--- src/rtl/adf_pkg.sv ---
package adf_pkg;
  localparam int unsigned OCTET_W = 8;
  localparam int unsigned SLOT_W = 4;
  localparam logic [31:0] CRC_POLY = 32'h04C1_1DB7;

  // Strobes from the control to the datapath
  typedef struct packed {
    logic load;
    logic restart;
    logic last;
    logic [SLOT_W-1:0] slot;
  } adf_strobe_t;

  typedef struct packed {
    logic promisc;
    logic allGroup;
    logic hashPerfect;
    logic hashOnly;
    logic invert;
  } adf_mode_t;
endpackage

--- src/rtl/adf_crc_step.sv ---
module adf_crc_step #(
  parameter int unsigned CRC_W = 32,
  parameter int unsigned DATA_W = 8,
  parameter logic [CRC_W-1:0] POLY = CRC_W'(adf_pkg::CRC_POLY)
) (
  input  logic [CRC_W-1:0]  crcIn,
  input  logic [DATA_W-1:0] dataIn,
  output logic [CRC_W-1:0]  crcOut
);
  logic [CRC_W-1:0] chain [DATA_W+1];

  assign chain[0] = crcIn;

  // One shift stage per data bit, bit 0 first
  for (genvar g = 0; g < DATA_W; g++) begin : g_bit
    logic fb;
    assign fb = chain[g][CRC_W-1] ^ dataIn[g];
    assign chain[g+1] = {chain[g][CRC_W-2:0], 1'b0} ^ (fb ? POLY : '0);
  end

  assign crcOut = chain[DATA_W];
endmodule

--- src/rtl/adf_ctrl.sv ---
module adf_ctrl
  import adf_pkg::*;
#(
  parameter int unsigned ADDR_OCTETS = 6
) (
  input  logic        clk,
  input  logic        rstN,
  input  logic        octetValid,
  input  logic        sofIn,
  output adf_strobe_t strobe,
  output logic        decisionValid
);
  localparam int unsigned CNT_W = $clog2(ADDR_OCTETS + 1);

  logic [CNT_W-1:0] cntQ;
  logic             armed;
  logic             validQ;

  assign armed = cntQ < CNT_W'(ADDR_OCTETS);

  always_comb begin
    strobe = '0;
    if (octetValid && sofIn) begin
      strobe.load    = 1'b1;
      strobe.restart = 1'b1;
      strobe.slot    = '0;
    end else if (octetValid && armed) begin
      strobe.load = 1'b1;
      strobe.slot = SLOT_W'(cntQ);
    end
    strobe.last = strobe.load && (strobe.slot == SLOT_W'(ADDR_OCTETS - 1));
  end

  always_ff @(posedge clk) begin
    if (!rstN) begin
      cntQ   <= CNT_W'(ADDR_OCTETS);
      validQ <= 1'b0;
    end else begin
      validQ <= strobe.last;
      if (strobe.load) cntQ <= CNT_W'(strobe.slot) + CNT_W'(1);
    end
  end

  assign decisionValid = validQ;

  AST_CNT_BOUND: assert property (@(posedge clk) disable iff (!rstN) cntQ <= CNT_W'(ADDR_OCTETS));
  AST_VALID_PULSE: assert property (@(posedge clk) disable iff (!rstN) validQ |=> !validQ);
  AST_IDLE_NO_LOAD: assert property (@(posedge clk) disable iff (!rstN) (!armed && !sofIn) |-> !strobe.load);
endmodule

--- src/rtl/adf_datapath.sv ---
module adf_datapath
  import adf_pkg::*;
#(
  parameter int unsigned ADDR_OCTETS = 6,
  parameter int unsigned HASH_WORD_W = 32,
  parameter int unsigned CRC_W = 32
) (
  input  logic                            clk,
  input  logic                            rstN,
  input  adf_strobe_t                     strobe,
  input  logic [OCTET_W-1:0]              octetIn,
  input  logic [ADDR_OCTETS*OCTET_W-1:0]  stationAddr,
  input  logic [HASH_WORD_W-1:0]          hashHigh,
  input  logic [HASH_WORD_W-1:0]          hashLow,
  output logic                            hashHit,
  output logic                            exactHit,
  output logic                            isGroup,
  output logic                            isBroadcast
);
  localparam int unsigned HASH_BINS = 2 * HASH_WORD_W;
  localparam int unsigned IDX_W = $clog2(HASH_BINS);

  logic [CRC_W-1:0] crcQ;
  logic [CRC_W-1:0] crcSeed;
  logic [CRC_W-1:0] crcNext;
  logic [ADDR_OCTETS-1:0][OCTET_W-1:0] addrQ;
  logic [HASH_BINS-1:0] hashTable;
  logic [IDX_W-1:0] hashIdx;

  assign crcSeed = strobe.restart ? '1 : crcQ;

  adf_crc_step #(
    .CRC_W(CRC_W),
    .DATA_W(OCTET_W)
  ) u_crc_step (
    .crcIn(crcSeed),
    .dataIn(octetIn),
    .crcOut(crcNext)
  );

  always_ff @(posedge clk) begin
    if (!rstN) crcQ <= '1;
    else if (strobe.load) crcQ <= crcNext;
  end

  // One capture register per address octet
  for (genvar g = 0; g < ADDR_OCTETS; g++) begin : g_octet
    always_ff @(posedge clk) begin
      if (!rstN) addrQ[g] <= '0;
      else if (strobe.load && strobe.slot == SLOT_W'(g)) addrQ[g] <= octetIn;
    end
  end

  assign hashTable   = {hashHigh, hashLow};
  assign hashIdx     = crcQ[CRC_W-1 -: IDX_W];
  assign hashHit     = hashTable[hashIdx];
  assign exactHit    = (addrQ == stationAddr);
  assign isGroup     = addrQ[0][0];
  assign isBroadcast = &addrQ;

  AST_ADDR_HOLD: assert property (@(posedge clk) disable iff (!rstN) !strobe.load |=> $stable(addrQ));
  AST_CRC_HOLD: assert property (@(posedge clk) disable iff (!rstN) !strobe.load |=> $stable(crcQ));
  AST_LAST_LOADS: assert property (@(posedge clk) disable iff (!rstN) strobe.last |-> strobe.load);
endmodule

--- src/rtl/adf_decide.sv ---
module adf_decide
  import adf_pkg::*;
(
  input  adf_mode_t mode,
  input  logic      isGroup,
  input  logic      isBroadcast,
  input  logic      exactHit,
  input  logic      hashHit,
  output logic      accept
);
  always_comb begin
    accept = 1'b0;
    if (mode.promisc || isBroadcast) begin
      accept = 1'b1;
    end else if (isGroup) begin
      if (mode.allGroup) accept = 1'b1;
      else if (mode.hashPerfect || mode.hashOnly) accept = hashHit ^ mode.invert;
      else accept = 1'b0;
    end else if (mode.hashOnly) begin
      accept = hashHit ^ mode.invert;
    end else begin
      accept = exactHit ^ mode.invert;
    end
  end
endmodule

--- src/rtl/dest_addr_filter.sv ---
module dest_addr_filter
  import adf_pkg::*;
#(
  parameter int unsigned ADDR_OCTETS = 6,
  parameter int unsigned HASH_WORD_W = 32
) (
  input  logic                           clk,
  input  logic                           rstN,
  input  logic                           octetValid,
  input  logic                           sofIn,
  input  logic [OCTET_W-1:0]             octetData,
  input  logic [ADDR_OCTETS*OCTET_W-1:0] stationAddr,
  input  logic [HASH_WORD_W-1:0]         hashHigh,
  input  logic [HASH_WORD_W-1:0]         hashLow,
  input  logic                           modePromisc,
  input  logic                           modeAllGroup,
  input  logic                           modeHashPerfect,
  input  logic                           modeHashOnly,
  input  logic                           modeInvert,
  output logic                           decisionValid,
  output logic                           decisionAccept
);
  adf_strobe_t strobe;
  adf_mode_t   mode;
  logic hashHit, exactHit, isGroup, isBroadcast, accept;

  assign mode = '{promisc: modePromisc, allGroup: modeAllGroup,
                  hashPerfect: modeHashPerfect, hashOnly: modeHashOnly,
                  invert: modeInvert};

  adf_ctrl #(.ADDR_OCTETS(ADDR_OCTETS)) u_ctrl (
    .clk(clk), .rstN(rstN), .octetValid(octetValid), .sofIn(sofIn),
    .strobe(strobe), .decisionValid(decisionValid)
  );

  adf_datapath #(.ADDR_OCTETS(ADDR_OCTETS), .HASH_WORD_W(HASH_WORD_W)) u_datapath (
    .clk(clk), .rstN(rstN), .strobe(strobe), .octetIn(octetData),
    .stationAddr(stationAddr), .hashHigh(hashHigh), .hashLow(hashLow),
    .hashHit(hashHit), .exactHit(exactHit), .isGroup(isGroup),
    .isBroadcast(isBroadcast)
  );

  adf_decide u_decide (
    .mode(mode), .isGroup(isGroup), .isBroadcast(isBroadcast),
    .exactHit(exactHit), .hashHit(hashHit), .accept(accept)
  );

  assign decisionAccept = decisionValid & accept;

  AST_VALID_AFTER_OCTET: assert property (@(posedge clk) disable iff (!rstN) decisionValid |-> $past(octetValid));
  AST_ACCEPT_QUIET: assert property (@(posedge clk) disable iff (!rstN) !decisionValid |-> !decisionAccept);
  AST_PROMISC_PASS: assert property (@(posedge clk) disable iff (!rstN) (decisionValid && modePromisc) |-> decisionAccept);
  AST_BCAST_PASS: assert property (@(posedge clk) disable iff (!rstN) (decisionValid && isBroadcast) |-> decisionAccept);
  AST_ALLGROUP_PASS: assert property (@(posedge clk) disable iff (!rstN) (decisionValid && isGroup && modeAllGroup) |-> decisionAccept);
  AST_GROUP_BLOCK: assert property (@(posedge clk) disable iff (!rstN)
    (decisionValid && isGroup && !isBroadcast && !modePromisc && !modeAllGroup && !modeHashPerfect && !modeHashOnly) |-> !decisionAccept);
endmodule

--- config.mk ---
export PLATFORM = sky130hd
export DESIGN_NAME = dest_addr_filter
export DESIGN_NICKNAME = d
export VERILOG_FILES = /design/src/rtl/adf_pkg.sv /design/src/rtl/adf_crc_step.sv /design/src/rtl/adf_ctrl.sv /design/src/rtl/adf_datapath.sv /design/src/rtl/adf_decide.sv /design/src/rtl/dest_addr_filter.sv
export SDC_FILE = /design/constraint.sdc
export NUM_CORES = 1
export LEC_CHECK = 0
export CAP_MARGIN = 20
export CORE_MARGIN = 5
export CORE_UTILIZATION = 51
export CTS_CLUSTER_DIAMETER = 100
export CTS_CLUSTER_SIZE = 25
export DETAILED_ROUTE_END_ITERATION = 10
export PLACE_DENSITY = 0.82
export SLEW_MARGIN = 20
export SYNTH_ARGS = -nofsm -noshare
export SYNTH_HDL_FRONTEND = slang
export SYNTH_SLANG_ARGS = --single-unit
--- constraint.sdc ---
create_clock -name clk -period 3.5 [get_ports clk]
set_input_delay 0.7 -clock clk [delete_from_list [all_inputs] [get_ports clk]]
set_output_delay 0.7 -clock clk [all_outputs]
set_load 0.02 [all_outputs]
======== Word-level counts from Yosys, hierarchy flattened ========
Index checks and enable logic that the tools add are counted.
word-level totals
  bits in writable memories ............... 0
  memories kept ........................... 0
  latch bits .............................. 0
  bits in read-only memories .............. 0
  input port bits ......................... 129
  register bits after elaboration ......... 84
cells by class
  bitwise operators ....................... 19
  muxes and demuxes ....................... 21
  order comparisons ....................... 2
  equality and inequality tests ........... 6
  add/sub/neg operators ................... 1
  divide/modulo/power cells ............... 0
  $mul .................................... 0
  reductions and logical operators ........ 12
  shift-type cells ........................ 0
operator list
  operator             count
  $xor 32x27->32       8
  $mux 27              8
  $eq 48x48->1         1
  $reduce_and 48->1    1
  $mux 32              1
  $xor 1x1->1          10
  $mux 1               9
  $eq 4x2->1 const B   2
  $eq 4x3->1 const B   2
  $logic_and 1x1->1    8
  $lt 6x7->1 const B   1
  $bmux 1 s6           1
  $eq 4x1->1 const B   1
  $logic_not 4->1      1
  $mux 4               1
  $add 3x1->3 const B  1
  $lt 3x3->1 const B   1
  $mux 3               1
  $logic_or 1x1->1     2
  $and 1x1->1          1

======== Logic depth before layout (Yosys ltp) ========
Gate-level depths: netlist of the first run.
  word-level depth ........................ 27
  gate-level depth with buffers ........... 13
  depth with buffers taken out ............ 9

======== Cells and area by module ========
Synthesis of the first run repeated with hierarchy kept, for this count alone.
second synthesis, totals
  cell total of the unflattened synthesis .. 537
  area total of the unflattened synthesis .. 5625.4 sq um
by module, submodules not included
  module            cells each  area an instance (sq um)  times used
  adf_datapath      433         4383.0                    1
  adf_crc_step      66          930.9                     1
  adf_ctrl          31          260.2                     1
  adf_decide        6           45.0                      1
  dest_addr_filter  1           6.3                       1

======== Least setup slack after synthesis of the first run ========
Ideal clock, no wire load.
  kind .................................... input port to output port
  start ................................... input hashLow[31]
  end ..................................... output decisionAccept
  setup slack ............................. 0.277 ns
  arrival time ............................ 2.523 ns
  buffers on the path ..................... 0
  stages .................................. 7
  cells stage by stage .................... mux4_2 -> mux2i_1 -> nor2_1 -> nor4b_1 -> or3_1 -> o2111ai_1 -> nor3b_1
on the way
  cells in the longest elaborated chain, start to end .. 8
  elaborated cells between the ends (all ways) .. 9
  those cells by class .................... mux: 7; bitwise: 2
ends and longest elaborated chain
  what                              RTL line                            text
  start: declaration                dest_addr_filter.sv:14              input logic [HASH_WORD_W-1:0] hashLow,
  $bmux 1 s6 (*)                    adf_datapath.sv:56                  assign hashHit = hashTable[hashIdx];
  $mux 1 (not written as such) (*)  adf_datapath.sv:56
  $xor 1x1->1 (*)                   adf_decide.sv:17, adf_decide.sv:20
  $mux 1                            adf_decide.sv:17                    else if (mode.hashPerfect || mode.hashOnly) accept = hashHit ^ mode.invert;
  $mux 1                            adf_decide.sv:16                    if (mode.allGroup) accept = 1'b1;
  $mux 1 (*)                        adf_decide.sv:15                    end else if (isGroup) begin
  $mux 1 (*)                        adf_decide.sv:13                    if (mode.promisc || isBroadcast) begin
  $and 1x1->1 (*)                   dest_addr_filter.sv:48              assign decisionAccept = decisionValid & accept;
  end: declaration                  dest_addr_filter.sv:21              output logic decisionAccept
Mark *: on every way between the ends. The rest lies on a longest branch, timed or not. The select of a mux whose other input is x is not followed.

======== Final worst setup path of the first run ========
  start ................................... input hashHigh[6]
  end ..................................... output decisionAccept
on the way
  cells in the longest elaborated chain, start to end .. 8
  elaborated cells between the ends (all ways) .. 9
  those cells by class .................... mux: 7; bitwise: 2
ends and longest elaborated chain
  what                              RTL line                            text
  start: declaration                dest_addr_filter.sv:13              input logic [HASH_WORD_W-1:0] hashHigh,
  $bmux 1 s6 (*)                    adf_datapath.sv:56
  $mux 1 (not written as such) (*)  adf_datapath.sv:56
  $xor 1x1->1 (*)                   adf_decide.sv:17, adf_decide.sv:20
  $mux 1                            adf_decide.sv:17
  $mux 1                            adf_decide.sv:16
  $mux 1 (*)                        adf_decide.sv:15
  $mux 1 (*)                        adf_decide.sv:13
  $and 1x1->1 (*)                   dest_addr_filter.sv:48
Marked as above.

==> results.toml, run 1 <==
[timing]
min_period_ns = 3.46
worstMarginPinSlew_ns = 0.642
fmax_ghz = 0.289
hold_violations = 0
slew_headroom = 0.571
setup_violations = 0
period_share = 0.989
slew_viol_final = 0
layout_setup_ws_ns = 0.0380
finClkSkew_ns = 0.0108

[global_route]
antenna_found_initial = 0
grt_pass1_vias = 5202
overflow = 0
grt_max_degree = 53
grt_pass1_wl_mm = 26.8
track_usage = 0.262

[detailed_routing]
drt_iter0_markers = 423
drtAntennaViolNets = 0
drt_wl_total_mm = 17.4
post_drt_wl_per_cell_microns = 19.6
drtPass1Iterations = 5
vias = 5126
vias_per_cell = 5.77
drc_errors = 0

[placed_design]
place.gp.congestion = 0.981
place_ws_ns = -0.672
dp_cells = 874
io_buffers = 130
dp_hpwl_mm = 13.1

[synthesis]
synth_top_family_by_area = "XOR/XNOR gates"
synth_area_sq_um = 5540
yosys.area_share.simple = 0.172
synthAdderAreaFrac = 0.0113
synth_edf_count = 0
synth_compound_area_frac = 0.102
syn_inst = 607
ys_seq_elements = 84
yosysWarningCount = 0
async_flop_share = 0
yosysSeqAreaShare = 0.303
synth.area.mux_share = 0.146
synth_flop_cell = "dfxtp_1"
syn_nets = 741
synth_cell_types = 55
synthXorXnorAreaFrac = 0.222
synth_area_per_cell_sq_um = 9.13

[die]
fp.dieW_microns = 114
die_h_microns = 114
fp-row-count = 38
ios = 131
initial_utilization = 0.516
coreArea_sq_um = 10700
die-area_sq_um = 13100

[finish]
area_growth_pct = 35.7
drive_gt1_frac = 0.168
final_nets = 879
instances_no_fill = 889
final_cell_mix = "88 x nor2_1, 80 x dfxtp_1, 72 x clkdlybuf4s50_1, 53 x xnor2_1, 52 x nand2_1"
diodes = 0
final_common_cell = "nor2_1"

[power_and_ir_drop]
pwr_density_cell_nw_per_um2 = 479
swShare = 0.370
leakage_uw = 0.00340
worst_ir_drop_vdd_uv = 255
internal-power_uw = 2270
p_total_uw = 3600
power_frac_comb = 0.493
p_clk_frac = 0.177
p_seq_frac = 0.331
switchingPower_uw = 1330

[critical_path]
cp_max_fo = 3
endpoint_kind = "output port"
critPathRequiredTime_ns = 2.80
crit_arrival_ns = 2.76
crit_type = "primary input to output port"
critPathLaunchType = "primary input"

[cts]
cts_htree_levels = 3
tritoncts = "yes"
cts_buffers = 9
cts_sinks = 84
clock_latency_ns = 0.36
clk_pin_slew_ns = 0.07
clockRootBuffer = "clkbuf_8"
ctsLongestPathBuffers = 2
postCtsHoldBufs = 0

[outcome]
status = "complete, no violations"

[run]
drv_cap = 0

[hold_path]
hold_class = "register to register"
==> logic make-up (layout without fill, tap and decap cells) <==
| family | count (synthesis) | after routing |
|---|---|---|
| mux | 64 | 64 |
| simple gates | 211 | 211 |
| buf+inv | 53 | 195 |
| compound gates | 78 | 78 |
| fa+ha+maj | 5 | 5 |
| xor+xnor | 112 | 112 |
| flops | 84 | 84 |
==> per-layer routing <==
metal	GRT usage	wire [microns]
met1	0.314	6920
met2	0.451	8460
met3	0.0719	1520
met4	0.0926	504
met5	0	0
==> registers in the layout (all words and copies together), names as in the netlist <==
| signal | cells |
|---|---|
| u_datapath.addrQ | 47 |
| u_datapath.crcQ | 32 |
| u_ctrl.cntQ | 3 |
| u_ctrl.decisionValid | 1 |
| u_datapath.isGroup | 1 |
==> path summary, 6_finish.rpt <==
| path | slack, ns | cells after the start | from | endpoint |
|---|---|---|---|---|
| worst max register to register | 1.10 | 8 | u_datapath.crcQ[31] | u_datapath.crcQ[14] |
| worst min-delay path | 0.48 | 2 | u_datapath.crcQ[3] | u_datapath.crcQ[3] |
| worst max-delay path | 0.04 | 9 | hashHigh[6] | decisionAccept |
| worst min register to register | 0.48 | 2 | u_datapath.crcQ[3] | u_datapath.crcQ[3] |
==> synthesized netlist by cell type (all sizes together) (10+ instances only) <==
| library cell | instances | area [sq um] |
|---|---|---|
| nand4 | 21 | 131 |
| inv | 10 | 37.5 |
| o21ai | 10 | 50.1 |
| xor2 | 42 | 394 |
| nor2 | 90 | 340 |
| clkbuf | 27 | 103 |
| a21oi | 26 | 179 |
| nand2 | 54 | 203 |
| nor4 | 11 | 68.8 |
| nand3 | 16 | 80.1 |
| xnor2 | 70 | 835 |
| mux4 | 13 | 293 |
| dfxtp | 84 | 1680 |
| o211ai | 15 | 118 |
| mux2i | 47 | 470 |
| buf | 15 | 98.8 |
==> power by group through the flow <==
stage / logic [uW] / clock network, uW / registers (uW)
detailed placement: 1700 / 0 / 1210
CTS: 1740 / 643 / 1190
floorplan: 1270 / 0 / 1150
global route: 1910 / 693 / 1210
global placement: 1640 / 0 / 1200
finish: 1770 / 636 / 1190
==> final cells by class <==
type	count	area, sq um
clock buffers	12	155
clock inverters	3	22.5
flip-flops and latches	84	1690
well taps	140	175
inverters	11	41.3
multi-input cells	470	3760
repair buffers	169	1680
fillers	782	3220
==> timing repair <==
action                                  CTS  global route
endpoints found under the setup margin    1             1
pin swaps                                11            28
buffers inserted                          0             0
resized for setup                        45            57
==> worst max-delay path, stage by stage <==
cell,delay (ns)
dlygate4sd2_1,0.26
mux4_2,0.50
o211a_1,0.26
a21oi_2,0.12
o2111a_2,0.27
or3_4,0.15
o2111ai_2,0.11
nor3b_2,0.23
buf_4,0.17
==> through the flow <==
stage | TNS, ns | area, sq um | hold WS, ns | utilization
floorplan | 0 | 5540 | 0.435 | -
global placement | -0.649 | 7140 | 0.447 | 0.664
detailed placement | -0.672 | 7140 | 0.475 | 0.664
CTS | 0 | 7360 | 0.488 | 0.685
global route | -0.0471 | 7530 | 0.516 | 0.700
finish | 0 | 7530 | 0.483 | 0.700
No activity file was read; power rests on OpenSTA's default activity.
==> inputs of run 2 (changes only) <==
--- a/config.mk
+++ b/config.mk
@@ -6,12 +6,14 @@
 export NUM_CORES = 1
 export LEC_CHECK = 0
 export CAP_MARGIN = 20
+export CELL_PAD_IN_SITES_DETAIL_PLACEMENT = 2
+export CELL_PAD_IN_SITES_GLOBAL_PLACEMENT = 2
 export CORE_MARGIN = 5
-export CORE_UTILIZATION = 51
+export CORE_UTILIZATION = 30
 export CTS_CLUSTER_DIAMETER = 100
 export CTS_CLUSTER_SIZE = 25
 export DETAILED_ROUTE_END_ITERATION = 10
-export PLACE_DENSITY = 0.82
+export PLACE_DENSITY_LB_ADDON = 0.1
 export SLEW_MARGIN = 20
 export SYNTH_ARGS = -nofsm -noshare
 export SYNTH_HDL_FRONTEND = slang
==> results.toml, run 2 (synthesis results as in run 1) <==
[die]
fp.dieW_microns = 146
initial_utilization = 0.307
fp-row-count = 49
ios = 131
coreArea_sq_um = 18100
die-area_sq_um = 21300
die_h_microns = 146

[detailed_routing]
drc_errors = 0
post_drt_wl_per_cell_microns = 22.0
vias = 5107
drt_wl_total_mm = 21.7
drt_iter0_markers = 201
vias_per_cell = 5.17
drtAntennaViolNets = 0
drtPass1Iterations = 4

[critical_path]
critPathLaunchType = "primary input"
endpoint_kind = "output port"
cp_max_fo = 3
critPathRequiredTime_ns = 2.80
crit_type = "primary input to output port"
crit_arrival_ns = 2.79

[power_and_ir_drop]
pwr_density_cell_nw_per_um2 = 517
worst_ir_drop_vdd_uv = 244
leakage_uw = 0.00336

[cts]
clock_latency_ns = 0.34
ctsLongestPathBuffers = 2
clockRootBuffer = "clkbuf_16"
clk_pin_slew_ns = 0.06
cts_buffers = 9
cts_htree_levels = 3
cts_sinks = 84
tritoncts = "yes"

[finish]
final_nets = 887
final_common_cell = "nor2_1"
diodes = 0
area_growth_pct = 40.7
regMostFlops = "u_datapath.addrQ"
drive_gt1_frac = 0.175
fillers = 1974
reg_top3 = "u_datapath.addrQ: 47 flops, u_datapath.crcQ: 32 flops, u_ctrl.cntQ: 3 flops"
final_cell_mix = "88 x nor2_1, 85 x clkdlybuf4s50_1, 82 x dfxtp_1, 52 x nand2_1, 50 x xnor2_1"
largest_reg_flops = 47
instances_no_fill = 987

[placed_design]
dp_cells = 970
io_buffers = 130
dp_hpwl_mm = 16.7
place_ws_ns = -0.872
place.gp.congestion = 0.830

[timing]
slew_viol_final = 0
min_period_ns = 3.49
finClkSkew_ns = 0.00644
fmax_ghz = 0.286
slew_headroom = 0.524
period_share = 0.998
rsz0062_at_grt = "yes"
hold_violations = 0
setup_violations = 0
layout_setup_ws_ns = 0.00707
worstMarginPinSlew_ns = 0.712

[global_route]
overflow = 0
antenna_found_initial = 0
track_usage = 0.205
grt_pass1_vias = 5651
grt_pass1_wl_mm = 33.8
grt_max_degree = 53

[run]
drv_cap = 0

[hold_path]
hold_class = "register to register"

[outcome]
status = "complete, no violations"
run 2: cell count changes in the layout (fill, tap and decap cells not counted), moves of 3 or more:
cell	previous run	this run
buf_4	37	44
clkbuf_16	0	9
clkbuf_8	11	1
clkdlybuf4s15_1	6	9
clkdlybuf4s50_1	72	85
dlygate4sd2_1	17	20
dlymetal6s2s_1	34	15
xnor2_1	53	50
xnor2_2	8	11
run 2: worst paths after layout:
check                           cells past startpoint                 from  slack, ns                  to
worst min-delay path                                2   u_datapath.crcQ[3]       0.49  u_datapath.crcQ[3]
worst max-delay path                                9          hashHigh[0]      0.007      decisionAccept
worst max register to register                      8  u_datapath.crcQ[29]       1.15  u_datapath.crcQ[9]
worst min register to register                      2   u_datapath.crcQ[3]       0.49  u_datapath.crcQ[3]
run 2: routing by layer:
layer / GRT usage / vias up / wire length, microns
met1: 0.272 / 2525 / 10200
li1: - / 2414 / -
met3: 0.0374 / 18 / 1040
met5: 0 / - / 0
met2: 0.345 / 150 / 10300
met4: 0.0508 / 0 / 264
run 2: critical path, cell delays in order:
cell	delay (ns)
clkdlybuf4s50_1	0.43
mux4_2	0.45
o211a_1	0.15
a21oi_2	0.10
o2111a_2	0.27
or3_4	0.16
o2111ai_4	0.12
nor3b_2	0.23
buf_4	0.17
run 2: report_power, final:
group / total (uW) / switching, uW / internal [uW]
clock: 998 / 422 / 576
sequential: 1180 / 110 / 1070
combinational: 1850 / 908 / 940
run 2: what timing repair did:
| action | in CTS | in global routing |
|---|---|---|
| setup buffers | 1 | 0 |
| gates resized for setup | 56 | 32 |
| pin swaps | 18 | 24 |
| hold buffers | 0 | 0 |
| endpoints found under the setup margin | 1 | 1 |
run 2: stage by stage:
step	TNS [ns]	power (uW)	cell area, sq um	hold slack, ns	utilization
floorplan	0	2420	5540	0.435	-
global placement	-0.932	2950	7330	0.450	0.405
detailed placement	-0.872	3020	7330	0.470	0.405
CTS	0	4070	7690	0.492	0.425
global route	-0.0659	4270	7800	0.528	0.431
finish	0	4030	7800	0.489	0.431
run 2: cell type report:
cell class,count,area (sq um),area share
sequential,84,1680,0.216
clock buffer,11,243,0.0311
inverter,11,41.3,0.00529
multi-input combinational,470,3770,0.483
clock inverter,5,60.1,0.00770
timing repair buffer,177,1710,0.220
tap,229,287,0.0367
==> inputs of run 3 (changes only) <==
--- a/config.mk
+++ b/config.mk
@@ -5,15 +5,16 @@
 export SDC_FILE = /design/constraint.sdc
 export NUM_CORES = 1
 export LEC_CHECK = 0
+export ABC_AREA = 1
 export CAP_MARGIN = 20
 export CELL_PAD_IN_SITES_DETAIL_PLACEMENT = 2
 export CELL_PAD_IN_SITES_GLOBAL_PLACEMENT = 2
 export CORE_MARGIN = 5
-export CORE_UTILIZATION = 30
+export CORE_UTILIZATION = 27
 export CTS_CLUSTER_DIAMETER = 100
 export CTS_CLUSTER_SIZE = 25
 export DETAILED_ROUTE_END_ITERATION = 10
-export PLACE_DENSITY_LB_ADDON = 0.1
+export PLACE_DENSITY_LB_ADDON = 0.25
 export SLEW_MARGIN = 20
 export SYNTH_ARGS = -nofsm -noshare
 export SYNTH_HDL_FRONTEND = slang
==> results.toml, run 3 <==
[finish]
reg_top3 = "u_datapath.addrQ: 47 flops, u_datapath.crcQ: 32 flops, u_ctrl.cntQ: 3 flops"
regMostFlops = "u_datapath.addrQ"
final_cell_mix = "174 x nand2_1, 128 x clkdlybuf4s50_1, 87 x nand3_1, 84 x dfxtp_1, 82 x o21ai_0"
final_common_cell = "nand2_1"
diodes = 0
largest_reg_flops = 47
area_growth_pct = 39.3
drive_gt1_frac = 0.0867
final_nets = 1063

[synthesis]
synth_top_area_cell = "dfxtp_1"
synth.top_cell.area_share = 0.312
yosysWarningCount = 0
ys_seq_elements = 84
synth_flop_cell = "dfxtp_1"
synth_area_per_cell_sq_um = 6.82
syn_nets = 924
yosysSeqAreaShare = 0.312
async_flop_share = 0
synth_cell_types = 37
synth_edf_count = 0
synth_commonest_cells = "174 x nand2_1, 87 x nand3_1, 84 x dfxtp_1, 84 x o21ai_0, 66 x inv_1"
syn_inst = 790
synth_area_sq_um = 5380
synth_area_leaders = "dfxtp_1 31%, nand2_1 12%, nand3_1 8.1%"
yosysMostFrequentCell = "nand2_1"

[global_route]
grt_use_met3 = 0.0269
grt_pass1_vias = 6465
grt.met2_usage = 0.345
antenna_found_initial = 0
busiest_layer = "met2"
overflow = 0
grt_pass1_wl_mm = 35.7
track_usage = 0.199
grt_max_degree = 42
use_met1 = 0.267

[critical_path]
crit_type = "primary input to output port"
r2r_end = "u_datapath.addrQ[31]"
critPathRequiredTime_ns = 2.80
critPathLaunchType = "primary input"
crit_arrival_ns = 2.66
r2r_setup_slack_ns = 1.13
cp_max_fo = 2
rr_worst_depth = 11
r2r_start = "u_ctrl.cntQ[2]"
endpoint_kind = "output port"
crit_path_start = "stationAddr[8]"

[timing]
setup_violations = 0
worstMarginPinSlew_ns = 0.935
slew_headroom = 0.375
hold_violations = 0
fmax_ghz = 0.297
finClkSkew_ns = 0.0127
period_share = 0.961
holdWs_ns = 0.473
min_period_ns = 3.36
slew_viol_final = 0

[cts]
cts_buffers = 9
cts_htree_levels = 3
ctsLongestPathBuffers = 2
cts_sinks = 84
clock_latency_ns = 0.35
tritoncts = "yes"
clk_pin_slew_ns = 0.06
clockRootBuffer = "clkbuf_16"

[power_and_ir_drop]
pwr_density_cell_nw_per_um2 = 486
p_total_uw = 3640
worst_ir_drop_vdd_uv = 252
leakage_uw = 0.00314

[die]
fp-row-count = 51
ios = 131
fp.dieW_microns = 151
coreArea_sq_um = 19500
die-area_sq_um = 22900
initial_utilization = 0.276
die_h_microns = 151

[detailed_routing]
vias_per_cell = 4.99
drtAntennaViolNets = 0
drt_wl_total_mm = 22.7
drtPass1Iterations = 4
drc_errors = 0
post_drt_wl_per_cell_microns = 18.9
drt_iter0_markers = 288
vias = 5984

[hold_path]
hold_end = "u_datapath.crcQ[16]"
min_path_cells = 2
hold_class = "register to register"
min-delay-start = "u_datapath.crcQ[16]"

[run]
drv_cap = 0

[placed_design]
place.gp.congestion = 0.853
io_buffers = 130
dp_hpwl_mm = 17.5

[outcome]
status = "complete, no violations"
[run 3: cell count changes after synthesis, sizes merged, moves of 8 or more]
cell   before  now
buf        15    7
nor2       90   54
inv        10   70
a21oi      26   63
xnor2      70   22
nand3      16   87
nand2      54  178
mux4       13    0
mux2i      47    0
o21ai      10   84
[run 3: cell families after synthesis]
group           share of synthesized area
flops                               0.312
compound gates                      0.179
buf+inv                            0.0767
fa+ha+maj                          0.0116
xor+xnor                            0.128
simple gates                        0.292
[run 3: worst max-delay path by stage]
stage,to,slack [ns],cells past startpoint
5_1_grt,decisionAccept,-0.01,15
3_3_place_gp,decisionAccept,-0.26,15
2_1_floorplan,u_datapath.addrQ[6],0.50,13
4_1_cts,decisionAccept,0.08,15
3_5_place_dp,decisionAccept,-0.33,15
6_report,decisionAccept,0.14,15
[run 3: per-layer routing]
| metal | part of all wire | up-vias | wire length (microns) |
|---|---|---|---|
| li1 | - | 2913 | - |
| met1 | 0.46 | 2948 | 10500 |
| met2 | 0.49 | 106 | 11000 |
| met3 | 0.041 | 17 | 918 |
| met4 | 0.0087 | 0 | 197 |
| met5 | 0 | - | 0 |
[run 3: cell type report]
class                   instances  area, sq um
fillers                      2348        12000
multi-input cells             599         3310
flip-flops and latches         84         1680
repair buffers                164         1590
well taps                     265          332
inverters                      71          272
clock buffers                  12          256
clock inverters                 4         55.1
[run 3: critical path, stage by stage]
cell	delay (ns)
clkdlybuf4s50_1	0.47
inv_1	0.05
nand2_1	0.05
nand2_1	0.06
nor4_2	0.28
buf_4	0.15
nand3_1	0.08
nor2_1	0.14
nand2_1	0.10
buf_4	0.14
nand3_1	0.07
nand3_1	0.08
nand2_1	0.09
a21oi_2	0.05
buf_4	0.15
[run 3: report_power, final]
part | internal [uW] | switching (uW)
Combinational | 625 | 837
Clock | 599 | 426
Sequential | 1070 | 84.1
Total | 2290 | 1350
[run 3: through the flow]
step | util | cells | TNS [ns] | setup WS [ns] | instance area, sq um
final | 0.384 | 1199 | 0 | 0.137 | 7500
after global routing | 0.384 | 1199 | -0.0132 | -0.0132 | 7500
after CTS | 0.383 | 1199 | 0 | 0.0786 | 7480
after detailed placement | 0.367 | 1183 | -0.329 | -0.329 | 7170
after global placement | 0.367 | 1183 | -0.258 | -0.258 | 7170
after floorplan | - | 790 | 0 | 0.504 | 5380
[run 3: what timing repair did]
item	4_1_cts	5_1_grt
hold buffers	0	0
pin swaps	1	5
cloned	0	0
setup buffers	0	0
endpoints found under the setup margin	1	1
gates resized for setup	5	6
hold endpoints to repair	0	0
